### config.mk
export PLATFORM = sky130hd
export DESIGN_NAME = uart_regfront
export DESIGN_NICKNAME = d
export VERILOG_FILES = /design/src/rtl/uart_regfront_pkg.sv /design/src/rtl/uart_rf_txhold.sv /design/src/rtl/uart_rf_rxstat.sv /design/src/rtl/uart_regfront.sv
export SDC_FILE = /design/constraint.sdc
export NUM_CORES = 1
export LEC_CHECK = 0
export BUFFER_PORTS_ARGS = -buffer_cell sky130_fd_sc_hd__clkbuf_2
export CORE_MARGIN = 4
export CORE_UTILIZATION = 40
export DETAILED_ROUTE_END_ITERATION = 8
export PLACE_DENSITY = 0.57
export SYNTH_ARGS = -nofsm -noshare
export SYNTH_HDL_FRONTEND = slang
export SYNTH_SLANG_ARGS = --single-unit
### constraint.sdc
create_clock -name clk -period 2 [get_ports clk]
set_input_delay 0.3 -clock clk [delete_from_list [all_inputs] [get_ports clk]]
set_output_delay 0.3 -clock clk [all_outputs]
set_load 0.02 [all_outputs]
### src/rtl/uart_regfront_pkg.sv
package uart_regfront_pkg;

   localparam int BYTE_W = 8;

   typedef enum logic [2:0] {
      OFS_DATA    = 3'd0,
      OFS_IEN     = 3'd1,
      OFS_IID     = 3'd2,
      OFS_LCTL    = 3'd3,
      OFS_MCTL    = 3'd4,
      OFS_LSTAT   = 3'd5,
      OFS_MSTAT   = 3'd6,
      OFS_SCRATCH = 3'd7
   } reg_ofs_e;

   // bit positions that software decodes
   localparam int LC_DLAB = 7;
   localparam int ST_DR   = 0;
   localparam int ST_OE   = 1;
   localparam int ST_BI   = 4;
   localparam int ST_THRE = 5;
   localparam int ST_TEMT = 6;
   localparam int IE_RX   = 0;
   localparam int IE_TX   = 1;

   localparam logic [BYTE_W-1:0] ID_NONE = 8'h01;
   localparam logic [BYTE_W-1:0] ID_TX   = 8'h02;
   localparam logic [BYTE_W-1:0] ID_RX   = 8'h04;
   localparam logic [BYTE_W-1:0] ID_FIFO = 8'hC0;

   // fixed priority: receive data ahead of holding-empty
   function automatic logic [BYTE_W-1:0] pick_iid(input logic rx_hit, input logic tx_hit);
      if (rx_hit)      return ID_RX;
      else if (tx_hit) return ID_TX;
      else             return ID_NONE;
   endfunction

endpackage

### src/rtl/uart_rf_txhold.sv
module uart_rf_txhold
   import uart_regfront_pkg::*;
(
   input  logic              clk,
   input  logic              rst_n,
   input  logic              load_i,
   input  logic [BYTE_W-1:0] byte_i,
   output logic [BYTE_W-1:0] tx_data_o,
   output logic              tx_valid_o,
   input  logic              tx_ready_i
);

   always_ff @(posedge clk or negedge rst_n) begin
      if (!rst_n) begin
         tx_valid_o <= 1'b0;
         tx_data_o  <= '0;
      end else if (tx_valid_o && tx_ready_i) begin
         tx_valid_o <= 1'b0;
      end else if (load_i && !tx_valid_o) begin
         tx_valid_o <= 1'b1;
         tx_data_o  <= byte_i;
      end
   end

   // pending byte is frozen until the handshake
   a_r7_hold_byte: assert property (@(posedge clk) disable iff (!rst_n)
      (tx_valid_o && !tx_ready_i) |=> (tx_valid_o && $stable(tx_data_o)));

   // accepted byte is released
   a_r7_release: assert property (@(posedge clk) disable iff (!rst_n)
      (tx_valid_o && tx_ready_i) |=> !tx_valid_o);

endmodule

### src/rtl/uart_rf_rxstat.sv
module uart_rf_rxstat
   import uart_regfront_pkg::*;
(
   input  logic              clk,
   input  logic              rst_n,
   input  logic              rx_valid_i,
   input  logic [BYTE_W-1:0] rx_byte_i,
   input  logic              brk_i,
   input  logic              take_i,
   input  logic              lsr_rd_i,
   output logic [BYTE_W-1:0] rbr_o,
   output logic              dr_o,
   output logic              bi_o,
   output logic              oe_o
);

   logic lost;
   assign lost = rx_valid_i && !brk_i && dr_o && !take_i;

   always_ff @(posedge clk or negedge rst_n) begin
      if (!rst_n) begin
         rbr_o <= '0;
         dr_o  <= 1'b0;
         bi_o  <= 1'b0;
         oe_o  <= 1'b0;
      end else begin
         if (brk_i) begin
            rbr_o <= '0;
            dr_o  <= 1'b1;
            bi_o  <= 1'b1;
         end else if (rx_valid_i) begin
            rbr_o <= rx_byte_i;
            dr_o  <= 1'b1;
            if (take_i) bi_o <= 1'b0;
         end else if (take_i) begin
            dr_o  <= 1'b0;
            bi_o  <= 1'b0;
         end
         if (lost)          oe_o <= 1'b1;
         else if (lsr_rd_i) oe_o <= 1'b0;
      end
   end

   // a second byte over an unread one flags overrun
   a_r8_overrun: assert property (@(posedge clk) disable iff (!rst_n)
      (rx_valid_i && !brk_i && dr_o && !take_i) |=> oe_o);

   // a status read with no new loss clears overrun
   a_r8_oe_clear: assert property (@(posedge clk) disable iff (!rst_n)
      (lsr_rd_i && !(rx_valid_i && dr_o && !take_i)) |=> !oe_o);

   // break loads zero and raises both flags
   a_r9_break: assert property (@(posedge clk) disable iff (!rst_n)
      brk_i |=> (dr_o && bi_o && rbr_o == '0));

   // a plain data read drops ready and break
   a_r6_take: assert property (@(posedge clk) disable iff (!rst_n)
      (take_i && !rx_valid_i && !brk_i) |=> (!dr_o && !bi_o));

endmodule

### src/rtl/uart_regfront.sv
module uart_regfront
   import uart_regfront_pkg::*;
#(
   parameter int ADDR_W    = 8,
   parameter int FIFO_FLAG = 0
) (
   input  logic              clk,
   input  logic              rst_n,
   input  logic [ADDR_W-1:0] bus_addr,
   input  logic              bus_wr,
   input  logic              bus_rd,
   input  logic [7:0]        bus_wdata,
   output logic [7:0]        bus_rdata,
   output logic [7:0]        tx_data,
   output logic              tx_valid,
   input  logic              tx_ready,
   input  logic [7:0]        rx_data,
   input  logic              rx_valid,
   input  logic              brk_inject,
   output logic              irq
);

   localparam int OFS_W = 3;
   localparam int DIV_W = 2 * BYTE_W;

   if (ADDR_W < OFS_W) begin : g_bad_addr
      $error("uart_regfront: ADDR_W must be at least 3");
   end
   if (FIFO_FLAG != 0 && FIFO_FLAG != 1) begin : g_bad_flag
      $error("uart_regfront: FIFO_FLAG must be 0 or 1");
   end

   if (ADDR_W > OFS_W) begin : g_hi_addr
      logic hi_unused;
      assign hi_unused = ^bus_addr[ADDR_W-1:OFS_W];
   end

   reg_ofs_e          ofs;
   logic              dlab;
   logic [BYTE_W-1:0] lcr_q, ier_q, mcr_q, msr_q, scr_q;
   logic [DIV_W-1:0]  div_q;
   logic [BYTE_W-1:0] rbr;
   logic              dr, bi, oe, thre;
   logic [BYTE_W-1:0] lsr, iid, iid_rd;
   logic              tx_load, take, lsr_rd;

   assign ofs  = reg_ofs_e'(bus_addr[OFS_W-1:0]);
   assign dlab = lcr_q[LC_DLAB];

   assign tx_load = bus_wr && ofs == OFS_DATA && !dlab;
   assign take    = bus_rd && ofs == OFS_DATA && !dlab;
   assign lsr_rd  = bus_rd && ofs == OFS_LSTAT;

   // software-visible storage
   always_ff @(posedge clk or negedge rst_n) begin
      if (!rst_n) begin
         lcr_q <= '0;
         ier_q <= '0;
         mcr_q <= '0;
         msr_q <= '0;
         scr_q <= '0;
         div_q <= '0;
      end else if (bus_wr) begin
         unique case (ofs)
            OFS_DATA:    if (dlab) div_q[BYTE_W-1:0] <= bus_wdata;
            OFS_IEN:     if (dlab) div_q[DIV_W-1:BYTE_W] <= bus_wdata;
                         else      ier_q <= bus_wdata;
            OFS_LCTL:    lcr_q <= bus_wdata;
            OFS_MCTL:    mcr_q <= bus_wdata;
            OFS_MSTAT:   msr_q <= bus_wdata;
            OFS_SCRATCH: scr_q <= bus_wdata;
            default:     ;
         endcase
      end
   end

   uart_rf_txhold u_tx (
      .clk        (clk),
      .rst_n      (rst_n),
      .load_i     (tx_load),
      .byte_i     (bus_wdata),
      .tx_data_o  (tx_data),
      .tx_valid_o (tx_valid),
      .tx_ready_i (tx_ready)
   );

   uart_rf_rxstat u_rx (
      .clk        (clk),
      .rst_n      (rst_n),
      .rx_valid_i (rx_valid),
      .rx_byte_i  (rx_data),
      .brk_i      (brk_inject),
      .take_i     (take),
      .lsr_rd_i   (lsr_rd),
      .rbr_o      (rbr),
      .dr_o       (dr),
      .bi_o       (bi),
      .oe_o       (oe)
   );

   assign thre = !tx_valid;

   always_comb begin
      lsr          = '0;
      lsr[ST_DR]   = dr;
      lsr[ST_OE]   = oe;
      lsr[ST_BI]   = bi;
      lsr[ST_THRE] = thre;
      lsr[ST_TEMT] = thre;
   end

   assign iid = pick_iid(dr && ier_q[IE_RX], thre && ier_q[IE_TX]);
   assign irq = (iid != ID_NONE);

   if (FIFO_FLAG == 1) begin : g_fifo_flag
      assign iid_rd = iid | ID_FIFO;
   end else begin : g_no_fifo_flag
      assign iid_rd = iid;
   end

   always_comb begin
      unique case (ofs)
         OFS_DATA:    bus_rdata = dlab ? div_q[BYTE_W-1:0] : rbr;
         OFS_IEN:     bus_rdata = dlab ? div_q[DIV_W-1:BYTE_W] : ier_q;
         OFS_IID:     bus_rdata = iid_rd;
         OFS_LCTL:    bus_rdata = lcr_q;
         OFS_MCTL:    bus_rdata = mcr_q;
         OFS_LSTAT:   bus_rdata = lsr;
         OFS_MSTAT:   bus_rdata = msr_q;
         default:     bus_rdata = scr_q;
      endcase
   end

   // divisor-mode writes to offset 0 start nothing
   a_r3_dlab_no_tx: assert property (@(posedge clk) disable iff (!rst_n)
      (bus_wr && ofs == OFS_DATA && dlab && !tx_valid) |=> !tx_valid);

   // both causes masked keeps the line quiet
   a_r5_masked_quiet: assert property (@(posedge clk) disable iff (!rst_n)
      (ier_q[IE_RX] == 1'b0 && ier_q[IE_TX] == 1'b0) |-> !irq);

   // pending byte blocks the holding-empty cause
   a_r7_thre_blocked: assert property (@(posedge clk) disable iff (!rst_n)
      (tx_valid && !dr) |-> !irq);

endmodule

Word-level counts from Yosys, hierarchy flattened
Cells that the tools add are included.
{"block": "totals", "register_bits": 76, "inputBits": 31, "output_inout_bits": 18, "wordCells": 68}
{"block": "classes", "eq_ne": 8, "muxes": 15, "bitwise_logic": 2, "reduce_logical": 30}
{"cell": "case mux 8 bit (7 select lines)", "count": 1}
{"cell": "2-to-1 mux 8 bit", "count": 4}
{"cell": "equality test 3 bit, second input constant", "count": 4}
{"cell": "logical AND 1 bit", "count": 12}
{"cell": "AND reduction 2 bit", "count": 5}
{"cell": "AND reduction 3 bit", "count": 3}
{"cell": "2-to-1 mux 1 bit", "count": 8}
{"cell": "inequality test 8 x 1 -> 1 bit, second input constant", "count": 1}
{"cell": "nonzero test 2 bit", "count": 4}
{"cell": "equality test 3 x 2 -> 1 bit, second input constant", "count": 2}
{"cell": "logical NOT 1 bit", "count": 4}
{"cell": "equality test 3 x 1 -> 1 bit, second input constant", "count": 1}
{"cell": "logical NOT 3 bit", "count": 1}
{"cell": "2-to-1 mux 3 bit", "count": 1}
{"cell": "nonzero test 3 bit", "count": 1}
{"cell": "2-to-1 mux 2 bit", "count": 1}
{"cell": "NOT 1 bit", "count": 2}

Longest topological paths before layout
{"block": "depth", "depth_word": 6, "mapped_depth": 6, "mapped_depth_nobuf": 4}

Modules after synthesis
Synthesis repeated with hierarchy kept, for this count alone.
{"block": "unflattened", "hier_cells": 284, "area_unflattened_um2": 3733.6}
{"mod": "uart_regfront", "n_inst": 1, "cells_per_inst": 227, "area_per_inst_um2": 2910.3}
{"mod": "uart_rf_rxstat", "n_inst": 1, "cells_per_inst": 36, "area_per_inst_um2": 449.2}
{"mod": "uart_rf_txhold", "n_inst": 1, "cells_per_inst": 21, "area_per_inst_um2": 374.1}

Worst setup path before layout
No wires, ideal clock.
{"block": "synth_timing", "kind": "register -> output", "from": "register lcr_q[7]", "to": "output port bus_rdata[0]", "arrival_ns": 1.542, "slack_ns": 0.158, "stages_incl_launch_ff": 7, "path_buffers": 2, "path_cell_list": "dfrtp_1 > buf_6 > buf_6 > mux2i_1 > o32ai_1 > a311oi_1 > o21ai_0"}
{"block": "synth_via", "elab_chain_len": 2, "elab_cells_between_ends": 3, "classes_between": "mux: 3"}
{"element": "from (decl)", "line_no": "uart_regfront.sv:40", "source": "logic [BYTE_W-1:0] lcr_q, ier_q, mcr_q, msr_q, scr_q;"}
{"element": "from (signal assigned)", "line_no": "uart_regfront.sv:68", "source": "OFS_LCTL: lcr_q <= bus_wdata;"}
{"element": "2-to-1 mux 8 bit (on tied branches)", "line_no": "uart_regfront.sv:124, uart_regfront.sv:123"}
{"element": "case mux 8 bit (7 select lines) (*)", "line_no": "uart_regfront.sv:122", "source": "unique case (ofs)"}
{"element": "to (decl)", "line_no": "uart_regfront.sv:13", "source": "output logic [7:0] bus_rdata,"}
Every way passes the cells marked *; elsewhere a longest branch is shown, timed or not.

Worst setup path after layout
{"block": "layout_timing", "from": "register lcr_q[7]", "to": "output port bus_rdata[4]"}
The elaborated chain is that of the path after synthesis.

==> out/summary.txt <==
clk slew on worst S/H paths = 0.07 ns
length of routed wiring on met1 = 4250 µm
met2 wire len = 4050 µm
initial antenna violation count = 0
Post-Route WL = 8910 µm
post-synthesis cell type count = 44
number of global-route vias before repair = 2,634
register area = 0.00190 mm²
num rows = 34
PortBufs = 43
post-place instance area = 0.00408 mm²
data required time of the critical path = 1.70 ns
RePlAce Congestion = 0.846
H-tree levels = 3
CTS root buf = clkbuf_8
Final min period = 2.21 ns
Top Ports = 49
first-pass GRT wire length = 14,200 µm
fin. max-slew vios = 0
Syn Std Cell Area = 0.00364 mm²
vias = 2,519
share of cells above drive strength 1 = 46.1%
RSZ-0062 raised after global routing = yes
Final Cell Area = 0.00436 mm²
area of the multi-input gates = 0.00164 mm²
worst relative slew slack = 74.3%
Synth Register Bits = 76
min-delay src = tx_ready
endpoints failing setup = 8
synthesized instance count = 288
die area = 0.0107 mm²
max cap viols = 0
DRC = 0
Fill cells = 818
TritonCTS clock tree = done
FMAX = 453 MHz
DR iter-0 viols = 109
most frequent cells in the layout = dfrtp_1, mux2_2, clkbuf_2
status = finished with violations
Max Used Layer = met4
Finished Core Util = 49.6%
clk_lat worst skew = 0.34 ns
largest net degree at the start of global routing = 37
CTS buffer count = 9
Setup CP Type = reg2out
violations in the final reports = setup timing
hold endpoint = u_tx.tx_valid_o$_DFFE_PN0P_
Final nets = 383
Setup crit end kind = output port
DRT antenna net count = 0
CP Cell Sequence = buf_4 -> mux2_4 -> a221oi_2 -> a31oi_1 -> o22a_1 -> buf_6
yosys warns = 0
Worst Hold Class = in2reg
Tot GR Track Use = 17.9%
final setup margin = -0.206 ns
worst reg2reg path depth = 5
Reg-to-Reg End = u_tx.tx_data_o[1]$_DFFE_PN0P_
Clock Path Buffers = 2
worst IR drop on VDD = 0.422 mV
syn_area_per_cell = 12.6 µm²
Die Width = 103 µm
met3 wire length = 488 µm
pre-CTS WS = 0.0170 ns
Detailed Routing Iterations Pass 1 = 4
WHS Path Cells = 2
most common cell after layout, fill and taps aside = dfrtp_1
CP arrival = 1.91 ns
CP Launch Type = flop
DR vias/cell = 5.43
r2r startpoint = lcr_q[7]$_DFFE_PN0P_
diode count = 0
Post-Syn Nets = 319
worst stage delay on the critical path = 0.46 ns
Slowest-stage cell, CP = dfrtp_2
Sink Count = 76
Final period util = 110%
pwr dens = 1000 mW/mm²
area grow syn2layout = 19.9%
Slew @ Worst Pin = 0.384 ns
HPWL after DPL = 6320 µm
Die Y = 103 µm
Placeable Area = 0.00881 mm²
Synth async-reset ratio = 100%
Worst Path Max Fanout = 5
number of enable flip-flop cells after synthesis = 0
sequential element share of the synthesized area = 52.3%
Starting Density = 41.3%
Clock Skews = 0.00428 ns
drt wl/cell = 19.2 µm
Primary FF master, synth = dfrtp_1
Final Hold Fails = 0
GRT overflow = 0
Lkg Pwr = 2.00 nW
flop2flop setup slack = 0.14 ns
cell usage after synthesis (3+ instances only):
library cell   n  area, µm²
o211ai_1       3       22.5
buf_6          5       56.3
buf_2          6       30.0
clkbuf_1       6       22.5
nand2_1       14       52.6
nor2_1        17       63.8
dfrtp_1       76       1900
o21ai_0       15       75.1
inv_1          4       15.0
o31ai_1        3       22.5
nand3_1        4       20.0
a21oi_1        6       30.0
a31oi_1        4       25.0
mux2i_1       23        230
mux2_2        68        766
worst max-delay path, delay by kind of cell (launching register included):
kind                   cells  cell delay (ns)
buffers and inverters      2             0.31
flip-flops                 1             0.46
AO/OA/AOI/OAI              3             0.50
multiplexers               1             0.30
through the flow:
stage | instances | setup TNS, ns | total power [mW] | hold slack [ns]
2_1_floorplan | 288 | 0 | 2.84 | 0.00441
3_3_place_gp | 444 | 0 | 3.17 | 0.178
3_5_place_dp | 444 | 0 | 3.20 | 0.179
4_1_cts | 462 | -1.06 | 4.39 | 0.132
5_1_grt | 464 | -1.61 | 4.62 | 0.152
6_report | 464 | -1.03 | 4.37 | 0.152
metal layers:
layer / global-route usage [%] / vias up
li1: - / 1179
met1: 24.9 / 1268
met2: 28.0 / 62
met3: 4.76 / 10
met4: 3.98 / 0
met5: 0 / -
power by group:
part	leakage (nW)	internal [mW]	switching (mW)
Sequential	0.924	1.90	0.202
Combinational	0.983	0.610	0.533
Clock	0.0935	0.604	0.524
Total	2.00	3.12	1.26
final cells by class:
class,count,area share [%]
clock buffer,13,3.41
clock inverter,2,0.803
inverter,4,0.344
multi-input combinational,190,37.5
sequential,76,43.6
tap,108,3.10
timing repair buffer,71,11.2
state kept, by name, summed over array words and instances (netlist names):
name	flops
mcr_q	8
u_rx.bi_o	1
scr_q	8
u_rx.oe_o	1
u_rx.dr_o	1
msr_q	8
div_q	16
u_tx.tx_valid_o	1
u_tx.tx_data_o	8
u_rx.rbr_o	8
ier_q	8
lcr_q	8
worst max-delay path by stage:
stage,from,endpoint,depth (start not counted)
after detailed placement,lcr_q[7]$_DFFE_PN0P_,u_tx.tx_data_o[1]$_DFFE_PN0P_,5
final,lcr_q[7]$_DFFE_PN0P_,bus_rdata[4],6
after floorplan,lcr_q[7]$_DFFE_PN0P_,bus_rdata[0],6
after global placement,lcr_q[7]$_DFFE_PN0P_,u_tx.tx_data_o[5]$_DFFE_PN0P_,5
after global routing,lcr_q[7]$_DFFE_PN0P_,bus_rdata[0],6
after CTS,lcr_q[7]$_DFFE_PN0P_,bus_rdata[2],5
kinds of logic (layout without fill, tap and decap cells):
| logic type | after synthesis | count (layout) | share of synthesized area, % |
|---|---|---|---|
| AND/OR/NAND/NOR | 53 | 53 | 8.08 |
| AO/OA/AOI/OAI | 45 | 45 | 8.12 |
| buffers and inverters | 22 | 90 | 3.54 |
| flip-flops | 76 | 76 | 52.3 |
| multiplexers | 92 | 92 | 28.0 |
what timing repair did:
action | in CTS | in global routing
gates resized for setup | 16 | 13
pin swaps | 2 | 6
hold endpoints to repair | 14 | 0
setup endpoints to repair | 8 | 8
hold buffers | 1 | 0
buffers inserted | 2 | 2
(Power assumes the default switching activity.)
